[src/rtl/tsc_pkg.sv]
package tsc_pkg;
   localparam int CFG_W  = 32;
   localparam int IVL_W  = 28;
   localparam int STEP_W = 3;

   // register addresses on the strobe interface
   typedef enum logic [2:0] {
      TSC_CTRL    = 3'd0,
      TSC_LOAD_LO = 3'd1,
      TSC_LOAD_HI = 3'd2,
      TSC_DCFG    = 3'd3,
      TSC_DRST    = 3'd4,
      TSC_TIME_LO = 3'd5,
      TSC_TIME_HI = 3'd6
   } tsc_addr_e;

   // packed drift triplet: direction on top, step, then interval in 16 ns quanta
   typedef struct packed {
      logic              add;
      logic [STEP_W-1:0] step;
      logic [IVL_W-1:0]  ivl;
   } drift_cfg_t;

   localparam logic [CFG_W-1:0] CMD_PAUSE  = 32'd2;
   localparam logic [CFG_W-1:0] CMD_RESUME = 32'd4;
endpackage

[src/rtl/tsc_drift_timer.sv]
module tsc_drift_timer #(
   parameter int IVL_W      = 28,
   parameter int NOM_NS     = 8,
   parameter int QUANTUM_NS = 16
) (
   input  logic             clk,
   input  logic             rst_n,
   input  logic             run,
   input  logic             hold,
   input  logic [IVL_W-1:0] ivl,
   output logic             tick
);
   localparam int RATIO = QUANTUM_NS / NOM_NS;
   localparam int SHIFT = $clog2(RATIO);
   localparam int CNT_W = IVL_W + $clog2(RATIO + 1);

   logic [CNT_W-1:0] cnt_q;
   logic [CNT_W-1:0] reload;

   // reload = interval quanta expressed in clock cycles
   generate
      if ((1 << SHIFT) == RATIO) begin : g_shift
         assign reload = CNT_W'(ivl) << SHIFT;
      end else begin : g_mult
         assign reload = CNT_W'(ivl) * CNT_W'(RATIO);
      end
   endgenerate

   assign tick = run && !hold && (cnt_q == '0);

   always_ff @(posedge clk or negedge rst_n) begin
      if (!rst_n) begin
         cnt_q <= '0;
      end else if (hold) begin
         cnt_q <= reload;
      end else if (run) begin
         if (cnt_q == '0) cnt_q <= reload;
         else             cnt_q <= cnt_q - 1'b1;
      end
   end
endmodule

[src/rtl/tsc_accum.sv]
module tsc_accum #(
   parameter int TIME_W = 64,
   parameter int DATA_W = 32,
   parameter int STEP_W = 3,
   parameter int NOM_NS = 8
) (
   input  logic              clk,
   input  logic              rst_n,
   input  logic              run,
   input  logic              tick,
   input  logic              add,
   input  logic [STEP_W-1:0] step,
   input  logic              ld_lo,
   input  logic              ld_hi,
   input  logic [DATA_W-1:0] ld_data,
   output logic [TIME_W-1:0] time_q
);
   localparam int HI_W = TIME_W - DATA_W;

   logic [TIME_W-1:0] inc;

   always_comb begin
      inc = TIME_W'(NOM_NS);
      if (tick) begin
         if (add) inc = inc + TIME_W'(step);
         else     inc = inc - TIME_W'(step);
      end
   end

   always_ff @(posedge clk or negedge rst_n) begin
      if (!rst_n) begin
         time_q <= '0;
      end else if (ld_lo) begin
         time_q[DATA_W-1:0] <= ld_data;
      end else if (ld_hi) begin
         time_q[TIME_W-1:DATA_W] <= ld_data[HI_W-1:0];
      end else if (run) begin
         time_q <= time_q + inc;
      end
   end
endmodule

[src/rtl/tsc_regs.sv]
module tsc_regs
   import tsc_pkg::*;
#(
   parameter int TIME_W = 64,
   parameter int DATA_W = 32
) (
   input  logic              clk,
   input  logic              rst_n,
   input  logic              wr_en,
   input  logic [2:0]        wr_addr,
   input  logic [DATA_W-1:0] wr_data,
   input  logic              rd_en,
   input  logic [2:0]        rd_addr,
   input  logic [TIME_W-1:0] time_q,
   output logic              paused_q,
   output logic              drift_rst_q,
   output drift_cfg_t        cfg_q,
   output logic              ld_lo,
   output logic              ld_hi,
   output logic [DATA_W-1:0] rd_data
);
   localparam int HI_W = TIME_W - DATA_W;

   logic [HI_W-1:0]   hi_snap_q;
   logic [DATA_W-1:0] rd_mux;

   assign ld_lo = wr_en && (wr_addr == TSC_LOAD_LO) && paused_q;
   assign ld_hi = wr_en && (wr_addr == TSC_LOAD_HI) && paused_q;

   always_ff @(posedge clk or negedge rst_n) begin
      if (!rst_n) begin
         paused_q    <= 1'b0;
         drift_rst_q <= 1'b0;
         cfg_q       <= '0;
      end else if (wr_en) begin
         case (wr_addr)
            TSC_CTRL: begin
               if (wr_data == CMD_PAUSE)       paused_q <= 1'b1;
               else if (wr_data == CMD_RESUME) paused_q <= 1'b0;
            end
            TSC_DCFG: if (drift_rst_q) cfg_q <= drift_cfg_t'(wr_data);
            TSC_DRST: drift_rst_q <= wr_data[0];
            default: ;
         endcase
      end
   end

   always_comb begin
      case (rd_addr)
         TSC_CTRL:    rd_mux = DATA_W'(paused_q);
         TSC_DCFG:    rd_mux = DATA_W'(cfg_q);
         TSC_DRST:    rd_mux = DATA_W'(drift_rst_q);
         TSC_TIME_LO: rd_mux = time_q[DATA_W-1:0];
         TSC_TIME_HI: rd_mux = DATA_W'(hi_snap_q);
         default:     rd_mux = '0;
      endcase
   end

   always_ff @(posedge clk or negedge rst_n) begin
      if (!rst_n) begin
         rd_data   <= '0;
         hi_snap_q <= '0;
      end else if (rd_en) begin
         rd_data <= rd_mux;
         if (rd_addr == TSC_TIME_LO) hi_snap_q <= time_q[TIME_W-1:DATA_W];
      end
   end
endmodule

[src/rtl/tsc_top.sv]
module tsc_top
   import tsc_pkg::*;
#(
   parameter int DATA_W     = 32,
   parameter int TIME_W     = 64,
   parameter int NOM_NS     = 8,
   parameter int QUANTUM_NS = 16
) (
   input  logic              clk,
   input  logic              rst_n,
   input  logic              wr_en,
   input  logic [2:0]        wr_addr,
   input  logic [DATA_W-1:0] wr_data,
   input  logic              rd_en,
   input  logic [2:0]        rd_addr,
   output logic [DATA_W-1:0] rd_data,
   output logic [TIME_W-1:0] time_o
);
   localparam int MAX_STEP = (1 << STEP_W) - 1;

   generate
      if (DATA_W != 1 + STEP_W + IVL_W) begin : g_bad_cfg_w
         $error("config word width must equal direction+step+interval");
      end
      if (TIME_W <= DATA_W || TIME_W > 2 * DATA_W) begin : g_bad_time_w
         $error("time width must fit in two data words");
      end
      if (QUANTUM_NS % NOM_NS != 0) begin : g_bad_quantum
         $error("quantum must be a multiple of the nominal increment");
      end
      if (NOM_NS <= MAX_STEP) begin : g_bad_nom
         $error("nominal increment must exceed the largest step");
      end
   endgenerate

   logic       paused_q;
   logic       drift_rst_q;
   drift_cfg_t cfg_q;
   logic       ld_lo;
   logic       ld_hi;
   logic       tick;
   logic [TIME_W-1:0] time_q;

   tsc_regs #(.TIME_W(TIME_W), .DATA_W(DATA_W)) regs_i (
      .clk(clk), .rst_n(rst_n),
      .wr_en(wr_en), .wr_addr(wr_addr), .wr_data(wr_data),
      .rd_en(rd_en), .rd_addr(rd_addr), .time_q(time_q),
      .paused_q(paused_q), .drift_rst_q(drift_rst_q), .cfg_q(cfg_q),
      .ld_lo(ld_lo), .ld_hi(ld_hi), .rd_data(rd_data)
   );

   tsc_drift_timer #(.IVL_W(IVL_W), .NOM_NS(NOM_NS), .QUANTUM_NS(QUANTUM_NS)) timer_i (
      .clk(clk), .rst_n(rst_n),
      .run(!paused_q), .hold(drift_rst_q), .ivl(cfg_q.ivl), .tick(tick)
   );

   tsc_accum #(.TIME_W(TIME_W), .DATA_W(DATA_W), .STEP_W(STEP_W), .NOM_NS(NOM_NS)) accum_i (
      .clk(clk), .rst_n(rst_n),
      .run(!paused_q), .tick(tick), .add(cfg_q.add), .step(cfg_q.step),
      .ld_lo(ld_lo), .ld_hi(ld_hi), .ld_data(wr_data), .time_q(time_q)
   );

   assign time_o = time_q;
endmodule

[config.mk]
export PLATFORM = sky130hd
export DESIGN_NAME = tsc_top
export DESIGN_NICKNAME = d
export VERILOG_FILES = /design/src/rtl/tsc_pkg.sv /design/src/rtl/tsc_drift_timer.sv /design/src/rtl/tsc_accum.sv /design/src/rtl/tsc_regs.sv /design/src/rtl/tsc_top.sv
export SDC_FILE = /design/constraint.sdc
export NUM_CORES = 1
export LEC_CHECK = 0
export BUFFER_PORTS_ARGS = -buffer_cell sky130_fd_sc_hd__buf_4
export CORE_MARGIN = 4
export CORE_UTILIZATION = 45
export CTS_BUF_LIST = sky130_fd_sc_hd__clkbuf_16
export DETAILED_ROUTE_END_ITERATION = 8
export PLACE_DENSITY = 0.63
export SETUP_SLACK_MARGIN = 0.2
export SLEW_MARGIN = 10
export SYNTH_ARGS = -nofsm -noshare
export SYNTH_HDL_FRONTEND = slang
export SYNTH_SLANG_ARGS = --single-unit
export TNS_END_PERCENT = 5
[constraint.sdc]
create_clock -name clk -period 6.7 [get_ports clk]
set_clock_uncertainty 0.15 [all_clocks]
set_input_delay 0.335 -clock clk [delete_from_list [all_inputs] [get_ports clk]]
set_output_delay 0.335 -clock clk [all_outputs]
set_load 0.05 [all_outputs]
# Yosys cells after proc, flatten, opt, wreduce, memory -nomap -nowiden
# Cells that the tools add are included.
dict set report totals {
  wordCells 59
  output_inout_bits 96
  reg_bits 192
}
dict set report classes {
  n_eq_ne 14
  mux 12
  bitwise_logic 1
  reduce_logical 18
  n_addsub 4
}
# op n
set op_table {}
lappend op_table {{two-way mux 64 bit} 3}
lappend op_table {{case mux 32 bit (5 select lines)} 1}
lappend op_table {{two-way mux 32 bit} 3}
lappend op_table {{two-way mux 30 bit} 3}
lappend op_table {{adder 64 bit} 1}
lappend op_table {{== test 32 x 2 -> 1 bit, second input constant} 1}
lappend op_table {{== test 32 x 3 -> 1 bit, second input constant} 1}
lappend op_table {{zero test 30 bit} 1}
lappend op_table {{subtractor 30 x 1 -> 30 bit, second input constant} 1}
lappend op_table {{== test 3 bit, second input constant} 4}
lappend op_table {{== test 3 x 2 -> 1 bit, second input constant} 3}
lappend op_table {{AND reduction 2 bit} 4}
lappend op_table {{logical AND 1 bit} 6}
lappend op_table {{zero test 3 bit} 2}
lappend op_table {{inequality test 2 x 1 -> 1 bit, second input constant} 3}
lappend op_table {{AND reduction 3 bit} 2}
lappend op_table {{adder 4 x 3 -> 5 bit, first input constant} 1}
lappend op_table {{subtractor 4 x 3 -> 5 bit, first input constant} 1}
lappend op_table {{== test 3 x 1 -> 1 bit, second input constant} 1}
lappend op_table {{zero test 1 bit} 2}
lappend op_table {{two-way mux 1 bit} 2}
lappend op_table {{inequality test 2 bit, second input constant} 1}
lappend op_table {{nonzero test 2 bit} 1}
lappend op_table {{NOT 1 bit} 1}

# Depth between registers and ports, before layout
dict set report depth {
  ltp_word 8
  mapped_depth 18
  mapped_depth_nobuf 15
}

# Modules after synthesis
# From an unflattened synthesis, not the netlist that was laid out.
dict set report unflattened {
  hier_cells 1101
  area_unflattened_um2 10819.1
}
# mod seq_area_each_um2 area_each_um2 cells_each instances
set by_module_without_submodules {}
lappend by_module_without_submodules {tsc_regs 2452.4 4500.6 354 1}
lappend by_module_without_submodules {tsc_accum 1601.5 4317.9 517 1}
lappend by_module_without_submodules {tsc_drift_timer 750.7 1996.9 229 1}
lappend by_module_without_submodules {tsc_top 0.0 3.8 1 1}

# Worst setup path after synthesis
# No wires, ideal clock.
dict set report synth_timing {
  path_type {flip-flop to flip-flop}
  startpoint {reg timer_i.cnt_q[12]}
  endpoint {reg accum_i.time_q[63]}
  path_slack_ns 2.379
  path_stages_with_launch 16
  path_buffers 3
  period_less_slack_ns 4.321
  t_arrival_ns 4.090
  setup_time_ns 0.082
  cell_sequence {dfrtp_1 or4_4 or4_4 buf_6 nor3_2 buf_2 nand2_1 or3_1 ha_1 o21ai_0 o21ba_2 clkbuf_1 nor4_4 nand3_1 or3_1 a31oi_1}
}
dict set report synth_via {
  elab_chain_cells 6
}
# element line_no
set synth_rtl {}
lappend synth_rtl {{from (decl)} tsc_drift_timer.sv:17} ;# logic [CNT_W-1:0] cnt_q;
lappend synth_rtl {{from (signal assigned)} tsc_drift_timer.sv:35} ;# cnt_q <= reload;
lappend synth_rtl {{from (signal assigned)} tsc_drift_timer.sv:37} ;# if (cnt_q == '0) cnt_q <= reload;
lappend synth_rtl {{from (signal assigned)} tsc_drift_timer.sv:38} ;# else cnt_q <= cnt_q - 1'b1;
lappend synth_rtl {{zero test 30 bit} tsc_drift_timer.sv:29} ;# assign tick = run && !hold && (cnt_q == '0);
lappend synth_rtl {{logical AND 1 bit} tsc_drift_timer.sv:29}
lappend synth_rtl {{two-way mux 64 bit} tsc_accum.sv:24} ;# if (tick) begin
lappend synth_rtl {{adder 64 bit} tsc_accum.sv:38} ;# time_q <= time_q + inc;
lappend synth_rtl {{two-way mux 64 bit} tsc_accum.sv:37} ;# end else if (run) begin
lappend synth_rtl {{two-way mux 32 bit} tsc_accum.sv:35} ;# end else if (ld_hi) begin
lappend synth_rtl {{to (signal, indexed assignment)} tsc_accum.sv:34} ;# time_q[DATA_W-1:0] <= ld_data;
lappend synth_rtl {{to (signal, indexed assignment)} tsc_accum.sv:36} ;# time_q[TIME_W-1:DATA_W] <= ld_data[HI_W-1:0];
lappend synth_rtl {{to (signal assigned)} tsc_accum.sv:38}
lappend synth_rtl {{to (decl)} tsc_accum.sv:16} ;# output logic [TIME_W-1:0] time_q
# Every way passes these cells. The select of a mux whose other input is x is not followed.
# A chain may end at the register's enable or synchronous reset.

# Worst setup path in the final report
dict set report layout_timing {
  startpoint {reg timer_i.cnt_q[12]}
  endpoint {reg accum_i.time_q[12]}
}
dict set report layout_via {
  elab_chain_cells 7
}
# element line_no
set layout_rtl {}
lappend layout_rtl {{zero test 30 bit} tsc_drift_timer.sv:29}
lappend layout_rtl {{logical AND 1 bit} tsc_drift_timer.sv:29}
lappend layout_rtl {{two-way mux 64 bit} tsc_accum.sv:24}
lappend layout_rtl {{adder 64 bit} tsc_accum.sv:38}
lappend layout_rtl {{two-way mux 64 bit} tsc_accum.sv:37}
lappend layout_rtl {{two-way mux 32 bit} tsc_accum.sv:35}
lappend layout_rtl {{two-way mux 32 bit} tsc_accum.sv:33} ;# end else if (ld_lo) begin
# Every way passes these cells. The select of a mux whose other input is x is not followed.

==> impl_metrics.json <==
{
  "hold_class": "in2reg",
  "fp.dieW_um": 160,
  "grt_usage_pct": 28.3,
  "grt_pass1_vias": 9394,
  "yosys_warnings": 0,
  "drt_iter0_markers": 1315,
  "clk_pin_slew_ps": 70,
  "nFillCells": 2099,
  "vias": 9811,
  "synthTopCellsByCount": "dfrtp_1, nand2_1, o21ai_0",
  "drv_cap": 0,
  "slew_viol_final": 0,
  "crit_path_start_kind": "flip-flop",
  "core-area_mm2": 0.0227,
  "io_buffers": 137,
  "grt_max_degree": 120,
  "worstMarginPinSlew_ps": 1100,
  "chipHeight_um": 160,
  "yosysTopAreaCellShare_pct": 46.1,
  "slowest_delay_ps": 810,
  "antenna_found_initial": 0,
  "synth_cells": 1110,
  "io_pins": 138,
  "synth_seq_cells": 192,
  "peakVddDrop_mv": 0.195,
  "stdcell_count": 1503,
  "path_buf_inv": 1,
  "reg2reg_to": "accum_i.time_q[12]",
  "relSlewSlack_pct": 26.3,
  "power_leakage_nw": 5.09,
  "async_reset_ff_share_pct": 100,
  "avgSynthCellArea_um2": 9.40,
  "cpLargestDelayFamily": "simple AND/OR/NAND/NOR gates",
  "r2r_cells": 12,
  "crit_arrival_ps": 5150,
  "clk_latency_ps": 450,
  "dp_hpwl_um": 25800,
  "clock_sinks": 192,
  "syn_to_final_growth_pct": 16.9,
  "drive_gt1_share_pct": 21.7,
  "drt-total-wl_um": 36900,
  "status": "completed",
  "via_per_inst": 6.53,
  "drc": 0,
  "endpoint_kind": "flip-flop",
  "hold_depth": 3,
  "ys.flop_type": "dfrtp_1",
  "grt_pass1_wl_um": 57100,
  "dr.pass1.iters": 6,
  "fin_nets": 1255,
  "postRouteAntennaNets": 0,
  "drt-wirelength-per-cell_um": 24.5,
  "synth.most_common_cell": "dfrtp_1",
  "cts_max_path_buffers": 2,
  "synthTopCellsByArea": "dfrtp_1, mux2_2, nand2_1, o21ai_0, a22oi_1",
  "post_cts_resize_count": 0,
  "crit_chain": "or4_4 -> or4_4 -> nor3_2 -> buf_4 -> nand2_1 -> or3_1 -> ha_1 -> a21oi_1 -> nor2_1 -> nand2_1 -> nor2_1 -> a221o_1",
  "cts-root-buf": "clkbuf_16",
  "fin_util_pct": 53.7,
  "worstPathMaxFanout": 12,
  "finalSetupViolations": 0,
  "r2r_setup_slack_ps": 1740,
  "pwr_density_cell_mw_per_mm2": 340,
  "syn_area_mm2": 0.0104,
  "dpl.cell_count": 1469,
  "worst_path_max_delay_cell": "a21oi_1",
  "fmax_mhz": 201,
  "final.min_clock_period_ps": 4960,
  "gr-total-overflow": 0,
  "antenna_cells": 0,
  "synth_top_area_cell": "dfrtp_1",
  "synth_seq_area_share_pct": 46.1,
  "numCtsBuffers": 17,
  "rows": 55,
  "r2r-start": "timer_i.cnt_q[12]",
  "place.gp.congestion": 0.930,
  "final_cell_area_mm2": 0.0122,
  "fin_crit_sh_pct": 74.1,
  "cts_tree": "done",
  "power.total_w": 0.00414,
  "synth_fp_nets": 1160,
  "worstHoldEndpoint": "accum_i.time_q[25]",
  "start_util_pct": 45.9,
  "crit_type": "reg2reg",
  "synth.distinct_cells": 71,
  "worstPathRequired_ps": 6880,
  "hold_viol": 0,
  "fin_setup_tns_ps": 0,
  "die_area_mm2": 0.0257,
  "htree_levels": 4,
  "min_from": "wr_data[25]",
  "rsz0062_at_grt": "no",
  "synth_edf_count": 0,
  "postPlaceCellArea_mm2": 0.0116
}
-- cell usage in the layout (no fill, tap or decap), types with 7 or more instances in the layout --
cell type,n
ha_1,7
o21ai_0,77
and4_1,7
nand3_1,36
a21o_1,8
a221o_1,9
o311ai_0,13
clkbuf_16,17
a31oi_1,8
buf_4,148
nor3_1,32
nand2_1,113
or4_1,9
a21oi_1,46
o221a_2,7
inv_1,54
nand4_1,20
dfrtp_1,191
a22o_1,32
or3_1,7
and3_1,9
nor4_1,34
o22ai_1,35
a22oi_1,41
mux2i_1,9
mux2_2,55
nor2_1,65
-- registers in the layout, indices dropped and copies added, names as in the netlist --
| name | flops |
|---|---|
| regs_i.paused_q | 1 |
| timer_i.cnt_q | 30 |
| regs_i.cfg_q | 32 |
| regs_i.hi_snap_q | 32 |
| regs_i.rd_data | 32 |
| accum_i.time_q | 64 |
| regs_i.drift_rst_q | 1 |
-- repair_timing --
item,4_1_cts,5_1_grt
buffers inserted,0,0
hold buffers,2,0
endpoints found under the hold margin,119,0
endpoints found under the setup margin,0,0
-- how the worst max path moves through the flow --
stage	startpoint	end	slack (ps)	cells past startpoint
floorplan	timer_i.cnt_q[12]	accum_i.time_q[63]	2380	15
global placement	timer_i.cnt_q[12]	accum_i.time_q[12]	1930	12
detailed placement	timer_i.cnt_q[12]	accum_i.time_q[32]	1830	12
CTS	timer_i.cnt_q[12]	accum_i.time_q[12]	1790	12
global route	timer_i.cnt_q[8]	accum_i.time_q[32]	1470	14
finish	timer_i.cnt_q[12]	accum_i.time_q[12]	1740	12
-- stage by stage --
stage	hold slack (ps)	setup WS [ps]
after floorplan	-111	2380
after global placement	312	1930
after detailed placement	322	1830
after CTS	4.20	1790
after global routing	13.1	1470
final	14.0	1740
-- routing by layer --
layer | GRT usage, % | up-vias | share of wire (%)
li1 | - | 4371 | -
met1 | 40.7 | 4906 | 43
met2 | 44.8 | 459 | 47
met3 | 4.34 | 75 | 7.7
met4 | 7.94 | 0 | 2.4
met5 | 0 | - | 0
-- logic make-up after synthesis --
| kind of cell | synth area share (%) |
|---|---|
| fa+ha+maj | 1.03 |
| simple gates | 17.9 |
| buf+inv | 5.10 |
| compound gates | 22.3 |
| xor+xnor | 0.840 |
| mux | 6.80 |
| flops | 46.1 |
-- where the power goes --
group / leakage, nW / switching [W] / internal, W / total [W]
Clock: 0.266 / 0.000481 / 0.000510 / 0.000991
Sequential: 2.37 / 0.000378 / 0.00146 / 0.00184
Combinational: 2.45 / 0.000832 / 0.000484 / 0.00132
-- area by class of cell --
type	instances	area, um^2	share of cell area, %
clock buffer	17	425	3.49
clock inverter	15	120	0.985
inverter	56	210	1.72
multi-input combinational	787	5130	42.1
sequential	192	4810	39.4
tap	285	357	2.92
timing repair buffer	151	1140	9.39
-- worst register-to-register path, cell delays in order, from the launching register on --
cell and delay, ps:
dfrtp_1 440, or4_4 580, or4_4 490, nor3_2 190
buf_4 230, nand2_1 140, or3_1 390, ha_1 330
a21oi_1 810, nor2_1 470, nand2_1 300, nor2_1 60
a221o_1 270
No activity file was read; power rests on OpenSTA's default activity.
